## src/rtl/irq_chain_pkg.sv

```systemverilog
package irq_chain_pkg;
  localparam int DW = 8;
  localparam logic [DW-1:0] RET_PREFIX = 8'hED;
  localparam logic [DW-1:0] RET_OPCODE = 8'h4D;
  localparam logic [3:0]    EN_WORD    = 4'b0011;

  typedef enum logic [1:0] {
    CYC_IDLE,
    CYC_CTRL,
    CYC_ACK,
    CYC_FETCH
  } cyc_e;

  function automatic cyc_e decode_cycle(input logic ce_n, input logic iorq_n,
                                        input logic rd_n, input logic m1_n);
    if (!m1_n && !iorq_n) return CYC_ACK;
    if (!m1_n && !rd_n) return CYC_FETCH;
    if (m1_n && !iorq_n && !ce_n && rd_n) return CYC_CTRL;
    return CYC_IDLE;
  endfunction
endpackage

```

## src/rtl/irq_chain_slot.sv

```systemverilog
module irq_chain_slot
  import irq_chain_pkg::*;
(
  input  logic          clk,
  input  logic          rst_n,
  input  logic          wr_en,
  input  logic [DW-1:0] wdata,
  input  logic          req,
  input  logic          grant_set,
  input  logic          svc_clr,
  output logic          pend_o,
  output logic          ie_o,
  output logic [DW-1:0] vec_o,
  output logic          insvc_o
);
  always_ff @(posedge clk or negedge rst_n) begin
    if (!rst_n) begin
      pend_o  <= 1'b0;
      ie_o    <= 1'b0;
      vec_o   <= '0;
      insvc_o <= 1'b0;
    end else begin
      if (wr_en && !wdata[0]) vec_o <= {wdata[DW-1:1], 1'b0};
      else if (wr_en && wdata[3:0] == EN_WORD) ie_o <= wdata[DW-1];

      if (req) pend_o <= 1'b1;
      else if (grant_set) pend_o <= 1'b0;

      if (grant_set) insvc_o <= 1'b1;
      else if (svc_clr) insvc_o <= 1'b0;
    end
  end

  p_grant_needs_pend_r5: assert property (@(posedge clk) disable iff (!rst_n)
    grant_set |-> pend_o);
  p_grant_sets_svc_r5: assert property (@(posedge clk) disable iff (!rst_n)
    grant_set |=> insvc_o);
  p_end_clears_svc_r7: assert property (@(posedge clk) disable iff (!rst_n)
    (svc_clr && !grant_set) |=> !insvc_o);
endmodule

```

## src/rtl/irq_chain_retdet.sv

```systemverilog
module irq_chain_retdet
  import irq_chain_pkg::*;
(
  input  logic          clk,
  input  logic          rst_n,
  input  logic          fetch,
  input  logic [DW-1:0] opcode,
  output logic          ret_o
);
  logic fetch_q;
  logic saw_prefix;
  logic fetch_start;

  assign fetch_start = fetch && !fetch_q;
  assign ret_o = fetch_start && saw_prefix && (opcode == RET_OPCODE);

  always_ff @(posedge clk or negedge rst_n) begin
    if (!rst_n) begin
      fetch_q    <= 1'b0;
      saw_prefix <= 1'b0;
    end else begin
      fetch_q <= fetch;
      if (fetch_start) saw_prefix <= (opcode == RET_PREFIX);
    end
  end

  p_ret_consumes_prefix_r7: assert property (@(posedge clk) disable iff (!rst_n)
    ret_o |=> !saw_prefix);
endmodule

```

## src/rtl/irq_chain_ctl.sv

```systemverilog
module irq_chain_ctl
  import irq_chain_pkg::*;
#(
  parameter int NPORT = 2,
  localparam int SELW = (NPORT > 1) ? $clog2(NPORT) : 1
) (
  input  logic            clk,
  input  logic            rst_n,
  input  logic            ce_n,
  input  logic            iorq_n,
  input  logic            rd_n,
  input  logic            m1_n,
  input  logic            ctl_sel,
  input  logic [SELW-1:0] port_sel,
  input  logic [DW-1:0]   data_i,
  output logic [DW-1:0]   data_o,
  output logic            data_oe,
  input  logic [NPORT-1:0] req_i,
  input  logic            iei,
  output logic            ieo,
  output logic            int_n
);
  cyc_e cyc;
  logic ack, ack_q, ack_start, fetch, ctl_wr, ret_seen;
  logic [NPORT-1:0] pend, ie, insvc, elig, win, svc_first;
  logic [NPORT-1:0] grant_set, grant_q, svc_clr, wr_sel;
  logic [DW-1:0] vec [NPORT];

  assign cyc       = decode_cycle(ce_n, iorq_n, rd_n, m1_n);
  assign ack       = (cyc == CYC_ACK);
  assign fetch     = (cyc == CYC_FETCH);
  assign ctl_wr    = (cyc == CYC_CTRL) && ctl_sel;
  assign ack_start = ack && !ack_q;

  always_comb begin
    logic svc_seen, elig_seen;
    svc_seen  = 1'b0;
    elig_seen = 1'b0;
    for (int i = 0; i < NPORT; i++) begin
      elig[i]      = pend[i] && ie[i] && !(svc_seen || insvc[i]);
      win[i]       = elig[i] && !elig_seen;
      svc_first[i] = insvc[i] && !svc_seen;
      elig_seen    = elig_seen || elig[i];
      svc_seen     = svc_seen || insvc[i];
    end
  end

  assign grant_set = (ack_start && iei) ? win : '0;
  assign svc_clr   = (ret_seen && iei) ? svc_first : '0;

  generate
    for (genvar g = 0; g < NPORT; g++) begin : g_slot
      assign wr_sel[g] = ctl_wr && (port_sel == SELW'(g));
      irq_chain_slot u_slot (
        .clk      (clk),
        .rst_n    (rst_n),
        .wr_en    (wr_sel[g]),
        .wdata    (data_i),
        .req      (req_i[g]),
        .grant_set(grant_set[g]),
        .svc_clr  (svc_clr[g]),
        .pend_o   (pend[g]),
        .ie_o     (ie[g]),
        .vec_o    (vec[g]),
        .insvc_o  (insvc[g])
      );
    end
  endgenerate

  irq_chain_retdet u_ret (
    .clk   (clk),
    .rst_n (rst_n),
    .fetch (fetch),
    .opcode(data_i),
    .ret_o (ret_seen)
  );

  always_ff @(posedge clk or negedge rst_n) begin
    if (!rst_n) begin
      ack_q   <= 1'b0;
      grant_q <= '0;
    end else begin
      ack_q <= ack;
      if (ack_start) grant_q <= grant_set;
      else if (!ack) grant_q <= '0;
    end
  end

  always_comb begin
    data_o = '0;
    for (int i = 0; i < NPORT; i++)
      if (grant_q[i]) data_o = data_o | vec[i];
  end

  assign data_oe = ack && (|grant_q);
  assign int_n   = !(iei && (|elig));
  assign ieo     = iei && !(|(pend & ie)) && !(|insvc);

  p_int_needs_iei_r3: assert property (@(posedge clk) disable iff (!rst_n)
    !int_n |-> iei);
  p_ieo_needs_iei_r4: assert property (@(posedge clk) disable iff (!rst_n)
    ieo |-> iei);
  p_drive_only_in_ack_r5: assert property (@(posedge clk) disable iff (!rst_n)
    data_oe |-> ack);
  p_single_grant_r5: assert property (@(posedge clk) disable iff (!rst_n)
    $onehot0(grant_q));
  p_single_end_r7: assert property (@(posedge clk) disable iff (!rst_n)
    $onehot0(svc_clr));
endmodule

```

## config.mk

```make
export PLATFORM = sky130hd
export DESIGN_NAME = irq_chain_ctl
export DESIGN_NICKNAME = d
export VERILOG_FILES = /design/src/rtl/irq_chain_pkg.sv /design/src/rtl/irq_chain_slot.sv /design/src/rtl/irq_chain_retdet.sv /design/src/rtl/irq_chain_ctl.sv
export SDC_FILE = /design/constraint.sdc
export NUM_CORES = 1
export LEC_CHECK = 0
export ABC_AREA = 1
export BUFFER_PORTS_ARGS = -buffer_cell sky130_fd_sc_hd__buf_4
export CORE_ASPECT_RATIO = 1.25
export CORE_MARGIN = 5
export CORE_UTILIZATION = 53
export DETAILED_ROUTE_END_ITERATION = 7
export PLACE_DENSITY = 0.77
export SYNTH_ARGS = -nofsm -noshare
export SYNTH_HDL_FRONTEND = slang
export SYNTH_HIERARCHICAL = 1
export SYNTH_SLANG_ARGS = --single-unit
```

## constraint.sdc

```tcl
create_clock -name clk -period 1.1 [get_ports clk]
set_input_delay 0.055 -clock clk [delete_from_list [all_inputs] [get_ports clk]]
set_output_delay 0.055 -clock clk [all_outputs]
set_load 0.1 [all_outputs]
```

==> reports/qor.csv, run 1 <==
stage,metric,value,unit
layout,Post-Layout Cell Count,248,
worst_setup_path,critical path endpoint,int_n,
worst_setup_path,arrival time worst endpoint,1340,ps
yosys,Post-Synthesis Cell Area,0.00134,mm²
layout,share of cells above drive strength 1,39.1,%
sta,Max Slew Vio Count,0,
routing,Remaining DRCs,0,
worst_setup_path,CP required,1040,ps
power_and_ir_drop,Max VDD drop,0.000672,V
routing,"antenna viol nets, final",0,
yosys,Synth Instances,166,
sta,f_max,719,MHz
routing,DRT iter0 DRCs,44,
layout,Final Util,83.4,%
worst_setup_path,Reg2Reg Launch Point,u_ret/fetch_q$_DFF_PN0_,
power_and_ir_drop,LEAKAGE,0.00109,µW
grt,vias in the first global route,1330,
sta,relative slew slack,36.0,%
worst_setup_path,crit path from,g_slot[0].u_slot/insvc_o$_DFFE_PN0P_,
cts,root buffer cell,clkbuf_4,
worst_setup_path,worst reg2reg setup slack,-160,ps
floorplanning,Die ar.,0.00364,mm²
floorplanning,row count,20,
run_status,status,"complete, but fails checks",
routing,vias per inst,5.24,
power_and_ir_drop,pwr dens,846,mW/mm²
sta,number of hold violations in the final report,0,
floorplanning,num ports,30,
placed_design,GPL Wtd Cong,0.849,
routing,DR pass1 iterations,4,
sta,crit share post-route,126,%
floorplanning,Initial Utilization,55.2,%
worst_setup_path,crit-path max FO,3,
power_and_ir_drop,clock network power share,23.5,%
placed_design,dpl hpwl,2.45,mm
grt,GRT overflow,0,
sta,Worst-Margin Slew,962,ps
sta,Setup TNS,-2920,ps
sta,clk_skew,3.17,ps
worst_setup_path,Worst setup EP type,output port,
power_and_ir_drop,Logic pwr share,15.2,%
worst_setup_path,crit start category,register,
cts,CTS tree,done,
flow_run,max-cap violations,0,
yosys,synthesized flop and latch total,25,
routing,M1 wire length,1.31,mm
floorplanning,Die Y-Extent,66.2,µm
cts,CTS buffer count,3,
routing,vias post-DR,1299,
run_status,violated checks,negative setup slack,
yosys,syn nets,185,
placed_design,Inst Count DP,234,
placed_design,PortBufs,28,
hold_path,hold_sp,data_i[5],
sta,Final Setup Violations,12,
worst_setup_path,Reg2Reg Depth,6,
hold_path,HP Class,primary input to register,
power_and_ir_drop,internal power,1250,µW
cts,CTS Sinks,25,
cts,H-tree depth,1,
cts,Clock Latency Late Sink,310,ps
yosys,Synth Warn #,6,
routing,max layer used,met4,
layout,synth-to-layout area growth,51.2,%
grt,GR Util All Layers,22.0,%
routing,met3 WL,153,µm
layout,"commonest non-fill, non-tap cell in the layout",nand2_1,
worst_setup_path,kind of critical path,register to output port,
floorplanning,chip width,55.0,µm
placed_design,Post-Place Setup Slack,-115,ps
routing,Routed WL,3.81,mm
yosys,syn avg cell area,8.06,µm²
power_and_ir_drop,Net Switching,467,µW
cts,Clock Tree Buf Depth,2,
grt,pin count of the biggest net entering global routing,26,
yosys,sequential fraction of the synthesis area,46.7,%
sta,RSZ-0062 raised after global routing,true,
routing,drt wl/cell,15.4,µm
power_and_ir_drop,Seq pwr share,61.3,%
power_and_ir_drop,switching share of total power,27.2,%
sta,final worst slack,-291,ps
grt,initial antenna violation count,0,
grt,first-pass GRT wire length,5.80,mm
layout,Final #Nets,235,
sta,min cycle time layout,1390,ps
yosys,count of cell types in the netlist,21,
routing,metal2 WL,2.26,mm
cts,clk slew on worst S/H paths,130,ps
power_and_ir_drop,overall power,1710,µW
floorplanning,Placeable Area,0.00243,mm²
layout,"commonest non-fill, non-tap cells in the layout","nand2_1 (42), buf_4 (30), dfrtp_1 (25)",
worst_setup_path,reg2reg end,g_slot[0].u_slot/insvc_o$_DFFE_PN0P_,
layout,# diodes,0,
==> worst min-delay path by stage <==
stage | end | cells past startpoint | slack [ps]
after global placement | g_slot[0].u_slot/vec_o[6]$_DFFE_PN0P_ | 1 | -30
final | g_slot[1].u_slot/vec_o[5]$_DFFE_PN0P_ | 3 | 20
after floorplan | ack_q$_DFF_PN0_ | 0 | -240
after CTS | g_slot[1].u_slot/vec_o[5]$_DFFE_PN0P_ | 3 | 5
after global routing | g_slot[0].u_slot/vec_o[2]$_DFFE_PN0P_ | 3 | 9
after detailed placement | g_slot[0].u_slot/vec_o[6]$_DFFE_PN0P_ | 1 | -30
==> cell type report <==
class | instances | area, µm²
Fill cell | 159 | 403
Tap cell | 33 | 41.3
Timing Repair Buffer | 51 | 541
Clock buffer | 4 | 26.3
Inverter | 20 | 75.1
Multi-Input combinational cell | 115 | 716
Sequential cell | 25 | 626
==> per-stage QoR <==
stage | instance area (µm²) | hold slack, ps
2_1_floorplan | 1370 | -241
3_3_place_gp | 1670 | -25.2
3_5_place_dp | 1670 | -25.7
4_1_cts | 1910 | 4.53
5_1_grt | 2020 | 8.87
6_report | 2020 | 15.9
==> kinds of logic (layout without fill, tap and decap cells) <==
logic type | after synthesis | count (layout) | synth area share (%)
simple gates | 96 | 96 | 33.9
buf+inv | 26 | 75 | 9.16
flops | 25 | 25 | 46.7
compound gates | 17 | 17 | 9.63
other cells | 2 | 2 | 0.561
==> layer usage <==
metal	track usage, %	up-vias
met5	0	-
met1	23.7	631
met3	3.61	12
met4	9.12	0
li1	-	616
met2	40.4	40
==> cell usage after synthesis, drive strengths merged <==
| library cell | number | share of area, % |
|---|---|---|
| buf | 6 | 3.6 |
| nand4 | 1 | 0.47 |
| inv | 20 | 5.6 |
| nand3 | 21 | 8.2 |
| nor3 | 2 | 0.75 |
| dfrtp | 25 | 47 |
| nand2 | 51 | 17 |
| nor2 | 21 | 7.9 |
| conb | 2 | 0.56 |
| a22o | 8 | 5.2 |
| o21ai | 5 | 2.1 |
| o21bai | 4 | 2.2 |
==> repair_timing <==
action | 4_1_cts | 5_1_grt
resized for setup | 39 | 18
hold buffers | 6 | 1
cloned | 0 | 0
pin swaps | 3 | 4
hold endpoints to repair | 31 | 1
endpoints found under the setup margin | 11 | 14
setup buffers | 0 | 3
==> power groups by stage <==
stage	registers, µW	logic, µW	clock network [µW]
after floorplan	1040	106	0
after global placement	1040	215	0
after detailed placement	1050	228	0
after CTS	1040	245	408
after global routing	1060	291	453
final	1050	261	402
==> worst max-delay path, cell delays in order, from the launching register on <==
cell and delay (ps):
dfrtp_1 420, inv_2 90, nand2_2 80, o21ai_2 190, nand2_4 80, buf_12 160
==> flip-flops by register name, indices dropped and copies added, names as in the netlist <==
signal / cells
ack_q: 1
g_slot.u_slot/ie_o: 2
g_slot.u_slot/insvc_o: 2
g_slot.u_slot/pend_o: 2
g_slot.u_slot/vec_o: 14
grant_q: 2
u_ret/fetch_q: 1
u_ret/saw_prefix: 1
Power figures use the tool's default switching activity.
==> run 2, diff against run 1 <==
Settings changed: ABC_AREA 1 to unset, CORE_UTILIZATION 53 to 52, GPL_TIMING_DRIVEN set to 0, PLACE_DENSITY 0.77 to 0.76.
==> run 2 against run 1 <==
Net effect: the flow finishes with violations (negative hold slack, negative setup slack); maximum frequency is 3.8% lower; sequential power hardly changed; area after synthesis is 2.1% lower; combinational power is 13% higher; largest cell class unchanged; clock power is 7.5% higher; global-route usage is 0.85 points lower; clock-buffer cell count is 1 lower; die area is 0.22% lower; final area is 3.4% higher; register-to-register slack worse by 140 ps.
==> reports/qor.csv, run 2 <==
stage,metric,value,unit
routing,Routed WL,3.55,mm
layout,Multi-input gate area,752,µm²
power_and_ir_drop,LEAKAGE,0.000984,µW
yosys,syn nets,121,
routing,Remaining DRCs,0,
sta,Worst-Margin Slew,953,ps
sta,Setup TNS,-4280,ps
worst_setup_path,Reg2Reg Launch Point,g_slot[0].u_slot/insvc_o$_DFFE_PN0P_,
worst_setup_path,reg2reg end,g_slot[1].u_slot/pend_o$_DFFE_PN0P_,
sta,Max Slew Vio Count,0,
yosys,Synth Warn #,6,
worst_setup_path,crit path from,g_slot[0].u_slot/insvc_o$_DFFE_PN0P_,
layout,sequential cell area,627,µm²
power_and_ir_drop,Seq pwr share,59.2,%
cts,clk slew on worst S/H paths,140,ps
grt,GR Util All Layers,21.2,%
worst_setup_path,worst reg2reg setup slack,-300,ps
layout,Top reg by flops,g_slot.u_slot/vec_o,
layout,Final #Nets,177,
worst_setup_path,arrival time worst endpoint,1390,ps
worst_setup_path,Reg2Reg Depth,5,
sta,min cycle time layout,1450,ps
cts,CTS buffer count,3,
floorplanning,Die ar.,0.00363,mm²
cts,CTS tree,done,
floorplanning,Placeable Area,0.00243,mm²
layout,# diodes,0,
cts,Clock Latency Late Sink,340,ps
power_and_ir_drop,Logic pwr share,16.5,%
grt,initial antenna violation count,0,
worst_setup_path,worst-path cell chain,and4bb_2 -> o21ai_4 -> buf_12,
hold_path,HP Class,primary input to register,
yosys,synth cell count leaders,"dfrtp_1 (25), mux2_4 (14), a22o_1 (8), inv_1 (6), nor2_1 (5)",
yosys,Post-Synthesis Cell Area,0.00131,mm²
floorplanning,Initial Utilization,54.0,%
power_and_ir_drop,Net Switching,463,µW
yosys,Area contributors post-synth,"dfrtp_1 (48%), mux2_4 (16%), a22o_1 (5.3%)",
yosys,Synth async-reset ratio,100,%
floorplanning,Die Y-Extent,66.1,µm
placed_design,PortBufs,28,
worst_setup_path,Worst setup EP type,output port,
sta,Final Setup Violations,17,
worst_setup_path,crit-path max FO,6,
routing,DR pass1 iterations,4,
layout,"commonest non-fill, non-tap cells in the layout","buf_4 (25), dfrtp_1 (24), mux2_4 (14)",
worst_setup_path,critical path endpoint,int_n,
grt,busiest grt layer,met2,
floorplanning,num ports,30,
routing,vias per inst,5.41,
placed_design,dpl hpwl,1.96,mm
routing,"antenna viol nets, final",0,
cts,H-tree depth,1,
yosys,most frequent cell after synthesis,dfrtp_1,
floorplanning,chip width,54.9,µm
worst_setup_path,biggest cell delay along the critical path,460,ps
grt,met2 usage,36.7,%
cts,Clock Tree Buf Depth,2,
sta,f_max,692,MHz
grt,met3 usage,1.81,%
cts,CTS Sinks,25,
sta,final worst slack,-346,ps
layout,synth-to-layout area growth,59.8,%
layout,Fill cells,123,
grt,GRT overflow,0,
layout,max reg flops,14,
run_status,status,"complete, but fails checks",
grt,pin count of the biggest net entering global routing,26,
routing,drt wl/cell,18.7,µm
grt,vias in the first global route,1116,
grt,met1 Track Usage GR,26.7,%
yosys,top-area cell type share of the netlist area,47.8,%
yosys,synthesized flop and latch total,25,
sta,crit share post-route,131,%
sta,clk_skew,2.64,ps
flow_run,max-cap violations,0,
yosys,Synth Instances,102,
run_status,violated checks,"negative hold slack, negative setup slack",
floorplanning,row count,20,
power_and_ir_drop,Max VDD drop,0.00104,V
yosys,sequential fraction of the synthesis area,47.8,%
yosys,top_reg_cell synth,dfrtp_1,
placed_design,GPL Wtd Cong,0.756,
worst_setup_path,slowest CP cell,dfrtp_2,
routing,vias post-DR,1027,
cts,root buffer cell,clkbuf_4,
power_and_ir_drop,pwr dens,850,mW/mm²
worst_setup_path,kind of critical path,register to output port,
sta,number of hold violations in the final report,1,
sta,hold slack final,-5.68,ps
power_and_ir_drop,internal power,1320,µW
layout,share of cells above drive strength 1,61.1,%
sta,RSZ-0062 raised after global routing,true,
yosys,syn avg cell area,12.8,µm²
yosys,count of cell types in the netlist,35,
power_and_ir_drop,switching share of total power,26.0,%
yosys,Post-synth EDFFs,0,
power_and_ir_drop,overall power,1780,µW
layout,"commonest non-fill, non-tap cell in the layout",buf_4,
grt,first-pass GRT wire length,5.54,mm
worst_setup_path,crit start category,register,
routing,DRT iter0 DRCs,17,
worst_setup_path,CP required,1040,ps
sta,relative slew slack,36.6,%
yosys,"area leader, netlist",dfrtp_1,
power_and_ir_drop,clock network power share,24.3,%
## run 2: changes by cell type in the layout (fill, tap and decap cells not counted), moves of 6 or more
cell     previous run  this run
nor2_4              7         1
nand3_1            19         2
inv_1              14         4
mux2_4              0        14
nand2_1            42         2
nor2_1             11         4
## run 2: area by class of cell
cell class                      instances  share of cell area (%)
Buffer                                  6                    2.87
Clock buffer                            3                    1.08
Clock inverter                          1                   0.239
Inverter                                6                    1.08
Multi-Input combinational cell         65                    35.9
Sequential cell                        25                    29.9
Tap cell                               33                    1.97
Timing Repair Buffer                   51                    26.9
## run 2: critical path, delay by kind of cell (launching register included)
| family | cells | cell delay, ps |
|---|---|---|
| AOI/OAI and AO/OA | 1 | 70 |
| DFF | 1 | 460 |
| buffers and inverters | 1 | 160 |
| and+or+nand+nor | 1 | 360 |
## run 2: metal layers
layer | part of all wire, % | vias to the layer above
met5 | 0 | -
met2 | 52 | 27
met3 | 2.6 | 10
met4 | 3.4 | 0
li1 | - | 485
met1 | 42 | 505
## run 2: power by group through the flow
stage               clock (µW)  sequential [µW]  combinational, µW
floorplan                    0             1040                129
global placement             0             1050                227
detailed placement           0             1050                234
CTS                        427             1040                271
global route               491             1060                315
finish                     432             1050                294
## run 2: what timing repair did
action	in CTS	in global routing
pin swaps	3	8
setup buffers	5	3
cloned	1	0
hold endpoints to repair	40	4
hold buffers	12	2
setup endpoints to repair	15	18
gates resized for setup	40	26
## run 2: how the worst min path moves through the flow
stage	from	end	slack, ps	depth (start not counted)
floorplan	rst_n	ack_q$_DFF_PN0_	-240	0
global placement	rst_n	g_slot[1].u_slot/pend_o$_DFFE_PN0P_	-30	1
detailed placement	rst_n	g_slot[1].u_slot/pend_o$_DFFE_PN0P_	-20	1
CTS	data_i[7]	g_slot[1].u_slot/ie_o$_DFFE_PN0P_	4	2
global route	data_i[7]	g_slot[1].u_slot/ie_o$_DFFE_PN0P_	-3	2
finish	data_i[7]	g_slot[1].u_slot/ie_o$_DFFE_PN0P_	-6	2
## run 2: kinds of logic after synthesis
logic type,share of synthesized area [%]
compound gates,11.3
buf+inv,5.35
flops,47.8
mux,17.8
other cells,0.573
simple gates,17.3
## run 2: stage by stage
| stage | worst slack, ps | area (µm²) | cells | util, % |
|---|---|---|---|---|
| floorplan | -130 | 1340 | 102 | - |
| global placement | -336 | 1590 | 163 | 65.4 |
| detailed placement | -430 | 1590 | 163 | 65.4 |
| CTS | -345 | 1940 | 185 | 79.8 |
| global route | -432 | 2090 | 190 | 86.2 |
| finish | -346 | 2090 | 190 | 86.2 |
==> run 3, diff against run 2 <==
Settings changed: MAX_ROUTING_LAYER set to met4.
==> run 3 against run 2 <==
Net effect: the flow still finishes with violations (negative hold slack, negative setup slack); worst hold slack improved by 1.8 ps; first-iteration DRC count fell by 24%; highest routed layer unchanged; clock skew rose by 1.1 ps; die area did not move; clock-buffer cell count did not move; largest power group unchanged; critical path depth did not move.
==> reports/qor.csv, run 3 (synthesis results as in run 2) <==
stage,metric,value,unit
worst_setup_path,CP bufs+invs,1,
placed_design,Inst Count DP,163,
flow_run,max-cap violations,0,
floorplanning,Initial Utilization,54.0,%
sta,number of hold violations in the final report,1,
layout,Multi-input gate area,752,µm²
worst_setup_path,arrival time worst endpoint,1400,ps
worst_setup_path,Worst path top cell family by delay,flip-flops,
worst_setup_path,worst-path cell chain,and4bb_2 -> o21ai_4 -> buf_12,
sta,Max Slew Vio Count,0,
sta,min cycle time layout,1460,ps
routing,drt wl/cell,18.8,µm
sta,f_max,687,MHz
floorplanning,Die Y-Extent,66.1,µm
cts,CTS Sinks,25,
layout,share of cells above drive strength 1,61.1,%
worst_setup_path,CP required,1040,ps
power_and_ir_drop,pwr dens,850,mW/mm²
placed_design,GPL Wtd Cong,0.766,
floorplanning,num ports,30,
cts,Clock Tree Buf Depth,2,
sta,final worst slack,-356,ps
worst_setup_path,Worst setup EP type,output port,
floorplanning,chip width,54.9,µm
layout,Final #Nets,177,
worst_setup_path,kind of critical path,register to output port,
placed_design,PortBufs,28,
placed_design,dpl hpwl,1.96,mm
routing,DRT iter0 DRCs,13,
floorplanning,Placeable Area,0.00243,mm²
run_status,violated checks,"negative hold slack, negative setup slack",
sta,crit share post-route,132,%
layout,Top reg by flops,g_slot.u_slot/vec_o,
sta,RSZ-0062 raised after global routing,true,
sta,Setup TNS,-4370,ps
grt,pin count of the biggest net entering global routing,26,
worst_setup_path,slowest CP cell,dfrtp_2,
grt,vias in the first global route,1116,
worst_setup_path,crit start category,register,
cts,clk slew on worst S/H paths,140,ps
power_and_ir_drop,LEAKAGE,0.000984,µW
cts,CTS tree,done,
routing,vias post-DR,1027,
run_status,status,"complete, but fails checks",
routing,Routed WL,3.57,mm
sta,hold slack final,-3.86,ps
layout,"commonest non-fill, non-tap cell in the layout",buf_4,
layout,"commonest non-fill, non-tap cells in the layout","buf_4 (25), dfrtp_1 (24), mux2_4 (14)",
hold_path,HP Class,primary input to register,
layout,# diodes,0,
layout,max reg flops,14,
sta,relative slew slack,36.6,%
routing,DR pass1 iterations,4,
sta,Worst-Margin Slew,953,ps
sta,clk_skew,3.70,ps
layout,Post-Layout Cell Count,190,
layout,Fill cells,123,
cts,Clock Latency Late Sink,340,ps
grt,initial antenna violation count,0,
cts,root buffer cell,clkbuf_4,
routing,"antenna viol nets, final",0,
grt,GR Util All Layers,21.7,%
layout,sequential cell area,627,µm²
power_and_ir_drop,Max VDD drop,0.00104,V
cts,H-tree depth,1,
layout,synth-to-layout area growth,59.8,%
grt,GRT overflow,0,
worst_setup_path,biggest cell delay along the critical path,470,ps
routing,vias per inst,5.41,
cts,CTS buffer count,3,
routing,Remaining DRCs,0,
grt,first-pass GRT wire length,5.53,mm
floorplanning,row count,20,
worst_setup_path,crit-path max FO,6,
sta,Final Setup Violations,17,
floorplanning,Die ar.,0.00363,mm²
-- run 3: cell counts in the layout (fill, tap and decap cells not counted) --
No cell type changed its count.
-- run 3: layout make-up --
class / count / share of cell area, %
Multi-Input combinational cell: 65 / 35.9
Sequential cell: 25 / 29.9
Timing Repair Buffer: 51 / 26.9
Buffer: 6 / 2.87
Tap cell: 33 / 1.97
Clock buffer: 3 / 1.08
Inverter: 6 / 1.08
Clock inverter: 1 / 0.239
-- run 3: final timing paths --
kind / endpoint / start / slack, ps / depth (start not counted)
max in group asynchronous: g_slot[0].u_slot/insvc_o$_DFFE_PN0P_ / rst_n / 700 / 2
max: int_n / g_slot[0].u_slot/insvc_o$_DFFE_PN0P_ / -360 / 3
max reg2reg: g_slot[1].u_slot/pend_o$_DFFE_PN0P_ / g_slot[0].u_slot/insvc_o$_DFFE_PN0P_ / -310 / 5
min reg2reg: g_slot[0].u_slot/pend_o$_DFFE_PN0P_ / g_slot[0].u_slot/pend_o$_DFFE_PN0P_ / 540 / 1
min: g_slot[1].u_slot/ie_o$_DFFE_PN0P_ / data_i[7] / -4 / 2
min in group asynchronous: g_slot[1].u_slot/pend_o$_DFFE_PN0P_ / rst_n / 140 / 2
-- run 3: through the flow --
step	area (µm²)	setup slack [ps]	hold WS, ps	utilization, %	total power [µW]
2_1_floorplan	1340	-130	-241	-	1170
3_3_place_gp	1590	-336	-32.6	65.4	1270
3_5_place_dp	1590	-430	-24.9	65.4	1290
4_1_cts	1940	-345	3.82	79.8	1740
5_1_grt	2090	-435	-2.63	86.2	1870
6_report	2090	-356	-3.86	86.2	1780
-- run 3: per-layer routing --
| metal | up-vias | routed length, µm | track usage (%) | share of wire (%) |
|---|---|---|---|---|
| met2 | 32 | 1800 | 36.7 | 51 |
| met5 | - | 0 | - | 0 |
| met1 | 500 | 1520 | 26.8 | 43 |
| met4 | 0 | 141 | 7.29 | 4.0 |
| met3 | 12 | 99 | 1.58 | 2.8 |
| li1 | 483 | - | - | - |
-- run 3: report_power, final --
group / internal (µW) / total, µW / leakage [µW] / switching (µW)
Sequential: 993 / 1050 / 0.000317 / 60.1
Combinational: 186 / 293 / 0.000650 / 107
Clock: 137 / 433 / 0.0000177 / 296
-- run 3: repair_timing --
action,in CTS,in global routing
cloned,1,0
pin swaps,3,8
endpoints found under the hold margin,40,4
resized for setup,40,26
hold buffers,12,2
setup endpoints to repair,15,18
setup buffers,5,3
